**src/rtl/lcs_pkg.sv**
```systemverilog
package lcs_pkg;

    typedef enum logic {
        OP_CLEAR = 1'b0,
        OP_READ  = 1'b1
    } op_e;

    typedef enum logic [1:0] {
        ST_OK       = 2'd0,
        ST_INACTIVE = 2'd1,
        ST_NOTBUSY  = 2'd2
    } stat_e;

    typedef enum logic {
        FSM_IDLE = 1'b0,
        FSM_ACC  = 1'b1
    } fsm_e;

endpackage

```
**src/rtl/lcs_gate.sv**
```systemverilog
module lcs_gate
    import lcs_pkg::*;
#(
    parameter int NCH  = 8,
    parameter int CH_W = 3
) (
    input  logic [CH_W-1:0] chan_i,
    input  logic [NCH-1:0]  active_i,
    input  logic [NCH-1:0]  busy_i,
    input  logic [NCH-1:0]  auto_i,
    output stat_e           status_o
);

    // Not-acquired outranks not-busy.
    always_comb begin
        if (!active_i[chan_i]) begin
            status_o = ST_INACTIVE;
        end else if (!busy_i[chan_i] && !auto_i[chan_i]) begin
            status_o = ST_NOTBUSY;
        end else begin
            status_o = ST_OK;
        end
    end

endmodule

```
**src/rtl/lcs_pick.sv**
```systemverilog
module lcs_pick #(
    parameter int BYTE_W = 8,
    parameter int CNT_W  = 16,
    parameter int RES_W  = CNT_W + 1
) (
    input  logic [BYTE_W-1:0]       lo1_i,
    input  logic [CNT_W-BYTE_W-1:0] hi1_i,
    input  logic [BYTE_W-1:0]       lo2_i,
    input  logic [CNT_W-BYTE_W-1:0] hi2_i,
    input  logic                    word_i,
    output logic [RES_W-1:0]        res_o
);

    logic [CNT_W-1:0] raw;
    logic [CNT_W-1:0] inc;

    always_comb begin
        // A borrow between the two low reads makes low2 larger: pair 2 is whole.
        raw = (lo1_i >= lo2_i) ? {hi1_i, lo1_i} : {hi2_i, lo2_i};
        // Terminal count leaves all ones; the +1 wraps it to zero.
        inc = raw + CNT_W'(1);
        res_o = word_i ? {inc, 1'b0} : {1'b0, inc};
    end

endmodule

```
**src/rtl/lcs_seq.sv**
```systemverilog
module lcs_seq
    import lcs_pkg::*;
#(
    parameter int CH_W   = 3,
    parameter int BYTE_W = 8,
    parameter int CNT_W  = 16,
    parameter int RES_W  = CNT_W + 1
) (
    input  logic              clk,
    input  logic              rst_n,
    input  logic              start_i,
    input  logic [CH_W-1:0]   chan_i,
    input  logic              word_i,
    input  stat_e             gate_i,
    input  logic              ack_i,
    input  logic [BYTE_W-1:0] rdata_i,
    output logic              req_o,
    output op_e               op_o,
    output logic [CH_W-1:0]   chan_o,
    output logic              done_o,
    output stat_e             status_o,
    output logic [RES_W-1:0]  result_o
);

    localparam int HI_W   = CNT_W - BYTE_W;
    localparam int NSTEP  = 6;
    localparam int STEP_W = $clog2(NSTEP);
    localparam int HALF   = NSTEP / 2;
    localparam logic [STEP_W-1:0] LAST = STEP_W'(NSTEP - 1);

    typedef struct packed {
        fsm_e              st;
        logic [STEP_W-1:0] step;
        logic [CH_W-1:0]   chan;
        logic              word;
        logic [BYTE_W-1:0] lo1;
        logic [HI_W-1:0]   hi1;
        logic [BYTE_W-1:0] lo2;
        logic              done;
        stat_e             status;
        logic [RES_W-1:0]  result;
    } regs_t;

    regs_t r_d, r_q;
    logic [RES_W-1:0] pick_res;

    // The second high byte is used straight from the port in its ack cycle.
    lcs_pick #(
        .BYTE_W (BYTE_W),
        .CNT_W  (CNT_W),
        .RES_W  (RES_W)
    ) u_pick (
        .lo1_i  (r_q.lo1),
        .hi1_i  (r_q.hi1),
        .lo2_i  (r_q.lo2),
        .hi2_i  (rdata_i[HI_W-1:0]),
        .word_i (r_q.word),
        .res_o  (pick_res)
    );

    always_comb begin
        r_d      = r_q;
        r_d.done = 1'b0;
        unique case (r_q.st)
            FSM_IDLE: begin
                if (start_i) begin
                    if (gate_i != ST_OK) begin
                        r_d.done   = 1'b1;
                        r_d.status = gate_i;
                        r_d.result = '0;
                    end else begin
                        r_d.st   = FSM_ACC;
                        r_d.step = '0;
                        r_d.chan = chan_i;
                        r_d.word = word_i;
                    end
                end
            end
            FSM_ACC: begin
                if (ack_i) begin
                    if (r_q.step == STEP_W'(1)) r_d.lo1 = rdata_i;
                    if (r_q.step == STEP_W'(2)) r_d.hi1 = rdata_i[HI_W-1:0];
                    if (r_q.step == STEP_W'(4)) r_d.lo2 = rdata_i;
                    if (r_q.step == LAST) begin
                        r_d.st     = FSM_IDLE;
                        r_d.done   = 1'b1;
                        r_d.status = ST_OK;
                        r_d.result = pick_res;
                    end else begin
                        r_d.step = r_q.step + STEP_W'(1);
                    end
                end
            end
            default: r_d.st = FSM_IDLE;
        endcase
    end

    always_ff @(posedge clk or negedge rst_n) begin
        if (!rst_n) begin
            r_q <= '0;
        end else begin
            r_q <= r_d;
        end
    end

    always_comb begin
        req_o    = (r_q.st == FSM_ACC);
        op_o     = ((r_q.step == '0) || (r_q.step == STEP_W'(HALF))) ? OP_CLEAR : OP_READ;
        chan_o   = r_q.chan;
        done_o   = r_q.done;
        status_o = r_q.status;
        result_o = r_q.result;
    end

    assert_req_hold_R2: assert property (@(posedge clk) disable iff (!rst_n)
        (req_o && !ack_i) |=> (req_o && $stable(op_o)));

    assert_clear_then_read_R1: assert property (@(posedge clk) disable iff (!rst_n)
        (req_o && ack_i && op_o == OP_CLEAR) |=> (req_o && op_o == OP_READ));

    assert_chan_locked_R8: assert property (@(posedge clk) disable iff (!rst_n)
        (req_o && !(ack_i && r_q.step == LAST)) |=> $stable(chan_o));

    assert_done_pulse_R9: assert property (@(posedge clk) disable iff (!rst_n)
        done_o |=> !done_o);

endmodule

```
**src/rtl/live_count_sampler.sv**
```systemverilog
module live_count_sampler
    import lcs_pkg::*;
#(
    parameter int NCH    = 8,
    parameter int BYTE_W = 8,
    parameter int CNT_W  = 16,
    localparam int CH_W  = $clog2(NCH),
    localparam int RES_W = CNT_W + 1
) (
    input  logic              clk,
    input  logic              rst_n,
    input  logic              start_i,
    input  logic [CH_W-1:0]   chan_i,
    input  logic              word_i,
    input  logic [NCH-1:0]    chan_active_i,
    input  logic [NCH-1:0]    chan_busy_i,
    input  logic [NCH-1:0]    chan_auto_i,
    output logic              port_req_o,
    output logic              port_op_o,
    output logic [CH_W-1:0]   port_chan_o,
    input  logic              port_ack_i,
    input  logic [BYTE_W-1:0] port_rdata_i,
    output logic              done_o,
    output logic [1:0]        status_o,
    output logic [RES_W-1:0]  result_o
);

    stat_e gate_st;
    op_e   op_s;
    stat_e stat_s;

    lcs_gate #(
        .NCH  (NCH),
        .CH_W (CH_W)
    ) u_gate (
        .chan_i   (chan_i),
        .active_i (chan_active_i),
        .busy_i   (chan_busy_i),
        .auto_i   (chan_auto_i),
        .status_o (gate_st)
    );

    lcs_seq #(
        .CH_W   (CH_W),
        .BYTE_W (BYTE_W),
        .CNT_W  (CNT_W),
        .RES_W  (RES_W)
    ) u_seq (
        .clk      (clk),
        .rst_n    (rst_n),
        .start_i  (start_i),
        .chan_i   (chan_i),
        .word_i   (word_i),
        .gate_i   (gate_st),
        .ack_i    (port_ack_i),
        .rdata_i  (port_rdata_i),
        .req_o    (port_req_o),
        .op_o     (op_s),
        .chan_o   (port_chan_o),
        .done_o   (done_o),
        .status_o (stat_s),
        .result_o (result_o)
    );

    assign port_op_o = op_s;
    assign status_o  = stat_s;

    assert_inactive_R6: assert property (@(posedge clk) disable iff (!rst_n)
        (start_i && !port_req_o && !chan_active_i[chan_i])
        |=> (done_o && status_o == 2'd1 && !port_req_o && result_o == '0));

    assert_notbusy_R7: assert property (@(posedge clk) disable iff (!rst_n)
        (start_i && !port_req_o && chan_active_i[chan_i]
         && !chan_busy_i[chan_i] && !chan_auto_i[chan_i])
        |=> (done_o && status_o == 2'd2 && !port_req_o));

    assert_idle_hold_R9: assert property (@(posedge clk) disable iff (!rst_n)
        (!port_req_o && !start_i) |=> ($stable(result_o) && $stable(status_o)));

    assert_wait_hold_R9: assert property (@(posedge clk) disable iff (!rst_n)
        (port_req_o && !port_ack_i) |=> ($stable(result_o) && !done_o));

endmodule

```
**config.mk**
```make
export PLATFORM = sky130hd
export DESIGN_NAME = live_count_sampler
export DESIGN_NICKNAME = d
export VERILOG_FILES = /design/src/rtl/lcs_pkg.sv /design/src/rtl/lcs_gate.sv /design/src/rtl/lcs_pick.sv /design/src/rtl/lcs_seq.sv /design/src/rtl/live_count_sampler.sv
export SDC_FILE = /design/constraint.sdc
export NUM_CORES = 1
export LEC_CHECK = 0
export ABC_AREA = 1
export BUFFER_PORTS_ARGS = -buffer_cell sky130_fd_sc_hd__buf_2
export CORE_ASPECT_RATIO = 2
export CORE_MARGIN = 2
export CORE_UTILIZATION = 30
export CTS_CLUSTER_DIAMETER = 30
export DETAILED_ROUTE_END_ITERATION = 7
export PLACE_DENSITY = 0.48
export SLEW_MARGIN = 20
export SYNTH_ARGS = -nofsm -noshare
export SYNTH_HDL_FRONTEND = slang
export SYNTH_SLANG_ARGS = --single-unit
```
**constraint.sdc**
```tcl
create_clock -name clk -period 5.7 [get_ports clk]
set_clock_uncertainty 0.2 [all_clocks]
set_input_delay 0.855 -clock clk [delete_from_list [all_inputs] [get_ports clk]]
set_output_delay 0.855 -clock clk [all_outputs]
set_load 0.01 [all_outputs]
```
* Yosys cells after proc, flatten, opt, wreduce, memory -nomap -nowiden
Cells that the tools add are included. Widths: inputs -> output; s select.
Storage, ports and cells: flip-flop bits (word level) 52, input port bits 40, word-level logic and storage cells 61
Operators by class: $add $sub $neg 2, magnitude comparators 2, equality and inequality tests 11, mux-type cells 22, bitwise operators 2, reductions and logical operators 12
Operators by type and width (number):
- $mux 20 | 4
- $pmux 20 s2 | 1
- $mux 17 | 1
- $add 16x1->16 const B | 1
- $mux 16 | 1
- $mux 8 | 2
- $reduce_and 3->1 | 4
- $ne 2x2->1 const B | 5
- $bmux 1 s3 | 3
- $ge 8x8->1 | 1
- $pmux 4 s2 | 1
- $reduce_and 4->1 | 2
- $eq 3x2->1 const B | 2
- $eq 3x3->1 const B | 2
- $mux 1 | 5
- $lt 3x4->1 const B | 1
- $mux 2 | 2
- $mux 4 | 1
- $add 3x1->3 const B | 1
- $eq 3x1->1 const B | 1
- $logic_not 3->1 | 1
- $mux 3 | 1
- $logic_not 1->1 | 2
- $ne 2x1->1 const B | 1
- other kinds (4) | 5

* Logic depth before layout (Yosys ltp)
depth after elaboration 10, depth in mapped cells 20, depth with buffers taken out 19

* Hierarchy
From an unflattened synthesis, not the netlist that was laid out.
Second synthesis, totals: cell total of the unflattened synthesis 576, area total of the unflattened synthesis 3892.5 um2
Modules (own cells, without submodules):
- lcs_seq | times used 1, cells each 251, area each 2308.5 um2, sequential area each 1301.2 um2
- lcs_pick | times used 1, cells each 263, area each 1310.0 um2, sequential area each 0.0 um2
- lcs_gate | times used 1, cells each 62, area each 274.0 um2, sequential area each 0.0 um2

* Worst setup path before layout
Ideal clock, no wire load.
path type in2reg, start point in chan_i[0], end point reg u_seq.r_q, in the netlist u_seq.result_o[3], library setup time 0.131 ns, arrival time 2.037 ns, data required time 5.369 ns, slack 3.333 ns, stages 11, path buffers 2, cell sequence buf_2 > clkinv_1 > o31ai_1 > o22ai_1 > nand2_1 > nand2_1 > nand2_1 > nand2_1 > buf_2 > nand3_1 > o211ai_1
Between the ends: word-level cells in the longest chain between the ends 9, elaborated cells on any way between the ends 14, those cells by class eq/ne (1); mux (8); reduce/logical (5)
Ends and longest elaborated chain:
- start, declared | line live_count_sampler.sv:13 | input logic [CH_W-1:0] chan_i,
- $bmux 1 s3 | line lcs_gate.sv:18 | end else if (!busy_i[chan_i] && !auto_i[chan_i]) begin
- $mux 1 (not written as such) | line lcs_gate.sv:18
- $logic_not 1->1 | line lcs_gate.sv:18
- $logic_and 1x1->1 | line lcs_gate.sv:18
- $mux 2 | line lcs_gate.sv:18
- $mux 2 (*) | line lcs_gate.sv:16 | if (!active_i[chan_i]) begin
- $reduce_bool 2->1 (*) | line lcs_seq.sv:67 | if (gate_i != ST_OK) begin
- $ne 2x1->1 (no line) (*)
- $reduce_and 4->1 (no line) (*)
- end signal, assigned | line lcs_seq.sv:102 | r_q <= r_d;
- end, declared | line lcs_seq.sv:44 | regs_t r_d, r_q;
Every way passes the cells marked *; elsewhere a longest branch is shown, timed or not. The select of a mux whose other input is x is not followed. A chain may end at the register's enable or synchronous reset.

* Worst setup path in the final report
start point reg u_seq.r_q[27] in the netlist's numbering, end point reg u_seq.r_q, in the netlist u_seq.result_o[7]
Between the ends: word-level cells in the longest chain between the ends 7
Ends and longest elaborated chain:
- $ge 8x8->1 | line lcs_pick.sv:19 | raw = (lo1_i >= lo2_i) ? {hi1_i, lo1_i} : {hi2_i, lo2_i};
- $mux 16 (*) | line lcs_pick.sv:19
- $add 16x1->16 (*) | line lcs_pick.sv:21 | inc = raw + CNT_W'(1);
- $mux 17 (*) | line lcs_pick.sv:22 | res_o = word_i ? {inc, 1'b0} : {1'b0, inc};
- $mux 20 (*) | line lcs_seq.sv:84 | if (r_q.step == LAST) begin
- $mux 20 (*) | line lcs_seq.sv:80 | if (ack_i) begin
- $pmux 20 s2 (*) | line lcs_seq.sv:64 | unique case (r_q.st)
Marks and branches as above.

==> results.yml <==
run_status:
  outcome: "completed"
global_route:
  grt_overflow_total: 0
  grt_max_degree: 53
  first_global_vias: 3056
  grtUsageTotal_pct: 15.8
  grt_pass1_wl_mm: 15.6
  antenna_found_initial: 0
sta:
  hold_violations: 0
  finalMaxSlewViolations: 0
  hold_ws_ps: 281
  timing.fmax_mhz: 318
  setup_tns_ps: 0
  worst_pin_slew_ps: 1040
  slew_headroom_pct: 30.4
  period_share_pct: 55.1
  fin_crit_ps: 3140
  rsz0062_at_grt: "no"
  finalSetupViolCount: 0
drt:
  drt_iter0_drc: 130
  via_count: 3240
  antenna_left: 0
  routedWlPerCell_um: 14.3
  via_per_inst: 4.85
  wl_mm: 9.57
  drc: 0
  dr.pass1.iters: 5
clock_tree:
  cts_tree: "done"
  cts_buffer_depth: 2
  clock_latency_ps: 300
  cts_sinks: 52
  cts-root-buf: "clkbuf_16"
  cts_buffers: 5
  cts_resized: 0
  cts_max_level: 2
  hold_buffers: 0
  post-cts-setup-buffers: 0
  clk_pin_slew_worst_paths_ps: 70
worst_setup_path:
  r2r_setup_slack_ps: 2560
  arrival_ps: 3130
  critical_path_class: "reg -> reg"
  cp-end-kind: "flop"
  worstPathMaxFanout: 25
  cp.required_ps: 5690
  critPathLaunchType: "flop"
pwr:
  p_per_area_nw_per_um2: 547
  p_leak_nw: 2.05
  p_seq_share_pct: 30.6
  p_clk_share_pct: 14.3
  p_sw_mw: 1.05
  ir_drop_v: 0.000169
  p_int_mw: 1.10
  comb_power_share_pct: 55.1
  swShare_pct: 48.7
yosys:
  synthFlopType: "dfrtp_1"
  ys_seq_area_share_pct: 36.9
  synth_mux_area_share_pct: 0
  synth-simple-area-share_pct: 35.5
  synth_area_leaders: "dfrtp_1, nand2_1, nand3_1, o21ai_0, inv_1"
  synth_edf_count: 0
  synth-xor-area-share_pct: 0.745
  synth_top_family_by_area: "simple AND/OR/NAND/NOR gates"
  synth_fa_ha_area_share_pct: 4.96
  yosysWarnings: 0
  yosysTopAreaCell: "dfrtp_1"
  synth.avg_cell_area_sq_um: 7.20
  synth_most_common_cell: "nand2_1"
  synthArstFlopShare_pct: 100
  netlist.area_leader.share_pct: 36.9
  synth_compound_area_share_pct: 9.18
  syn-cell-area_sq_um: 3530
  synth_common_cells: "nand2_1, nand3_1, dfrtp_1"
  synthesis.nets: 544
  synth-seq-cells: 52
  syn_inst: 490
  synth.distinct_cells: 30
final_layout:
  layout-drive-gt1-share_pct: 17.2
  register_area_sq_um: 1300
  multiInputGateArea_sq_um: 1780
  fin_nets: 576
  area_delta_synth_final_pct: 11.3
  antenna_cells: 0
  nFillCells: 1332
flow_run:
  max_cap_violations: 0
place:
  place.gp.congestion: 0.883
  dp_hpwl_mm: 7.88
  portBuffers: 64
die:
  io_pins: 65
  die_h_um: 157
  dieArea_sq_um: 12700
  die-width_um: 80.7
  initial_utilization_pct: 30.3
  row_count: 56
  fp.coreArea_sq_um: 11600
worst_hold_path:
  min_path_type: "reg -> reg"
[critical path, stage by stage, from the launching register on]
cell and delay [ps]:
dfrtp_1 360, inv_1 70, ha_1 320, a21o_1 200, nor2_4 450, nand3_4 330
nand2_1 140, nand2_1 120, ha_1 230, nand2_1 170, nor2_4 100, nand2_1 80
nand3_1 100, nand3_1 110, nand2_1 50
[per-layer routing]
layer | vias up | GRT usage [%] | routed length [um]
met5 | - | 0 | 0
met4 | 0 | 7.51 | 342
met3 | 17 | 1.61 | 220
met2 | 54 | 30.4 | 5480
met1 | 1502 | 16.3 | 3530
li1 | 1667 | - | -
[sequential cells by signal (all words and copies together), names as in the netlist]
name	count
u_seq.r_q	28
u_seq.chan_o	3
u_seq.status_o	2
u_seq.done_o	1
u_seq.req_o	1
u_seq.result_o	17
[power groups by stage]
stage	combinational (mW)	clock, mW	sequential [mW]
4_1_cts	1.20	0.317	0.661
6_report	1.18	0.306	0.657
2_1_floorplan	0.996	0	0.623
5_1_grt	1.36	0.328	0.682
3_5_place_dp	1.19	0	0.668
3_3_place_gp	1.18	0	0.666
[area by class of cell]
class | count | share of cell area [%]
flip-flops and latches | 52 | 33.1
inverters | 51 | 4.87
multi-input cells | 347 | 45.2
clock buffers | 5 | 3.19
well taps | 145 | 4.62
clock inverters | 3 | 0.605
repair buffers | 65 | 8.35
[stage by stage]
stage / cells / setup slack, ps / cell area (sq um) / power (mW) / util, %
global route: 668 / 2220 / 3930 / 2.37 / 33.8
global placement: 660 / 2650 / 3780 / 1.85 / 32.5
detailed placement: 660 / 2560 / 3780 / 1.86 / 32.5
finish: 668 / 2560 / 3930 / 2.15 / 33.8
CTS: 668 / 2530 / 3930 / 2.18 / 33.8
floorplan: 490 / 3330 / 3530 / 1.62 / -
[logic make-up (layout without fill, tap and decap cells)]
kind of cell	count (synthesis)	in the layout
flip-flops	52	52
buffers and inverters	91	124
AND/OR/NAND/NOR	271	271
XOR/XNOR	3	3
adder cells (fa/ha/maj)	14	14
AO/OA/AOI/OAI	59	59
[worst paths after layout]
kind,start,endpoint,depth (start not counted)
max in group asynchronous,rst_n,u_seq.r_q[24],2
max,u_seq.r_q[27],u_seq.result_o[7],14
min in group asynchronous,rst_n,u_seq.result_o[14],2
max reg2reg,u_seq.r_q[27],u_seq.result_o[7],14
min reg2reg,u_seq.chan_o[0],u_seq.chan_o[0],2
min,u_seq.chan_o[0],u_seq.chan_o[0],2
[cell usage in the layout, fill, tap and decap left out]
master / count
o21ai_0: 40
nand3_4: 1
dfrtp_1: 52
a31o_2: 1
a21oi_2: 1
ha_1: 14
clkbuf_16: 5
nand3_2: 2
xor2_1: 2
o21ai_1: 1
a21oi_1: 6
nand2_1: 140
nor3_1: 6
o211ai_1: 4
clkinv_4: 1
xnor2_1: 1
o31ai_1: 2
clkinvlp_4: 2
nor2_2: 2
inv_1: 50
nand4_1: 26
buf_4: 1
clkinv_1: 1
nand2_2: 5
buf_2: 64
nor2_4: 5
or2_1: 1
a21o_1: 1
nor2_1: 21
o22ai_1: 3
nand3_1: 62
No activity file was read; power rests on OpenSTA's default activity.
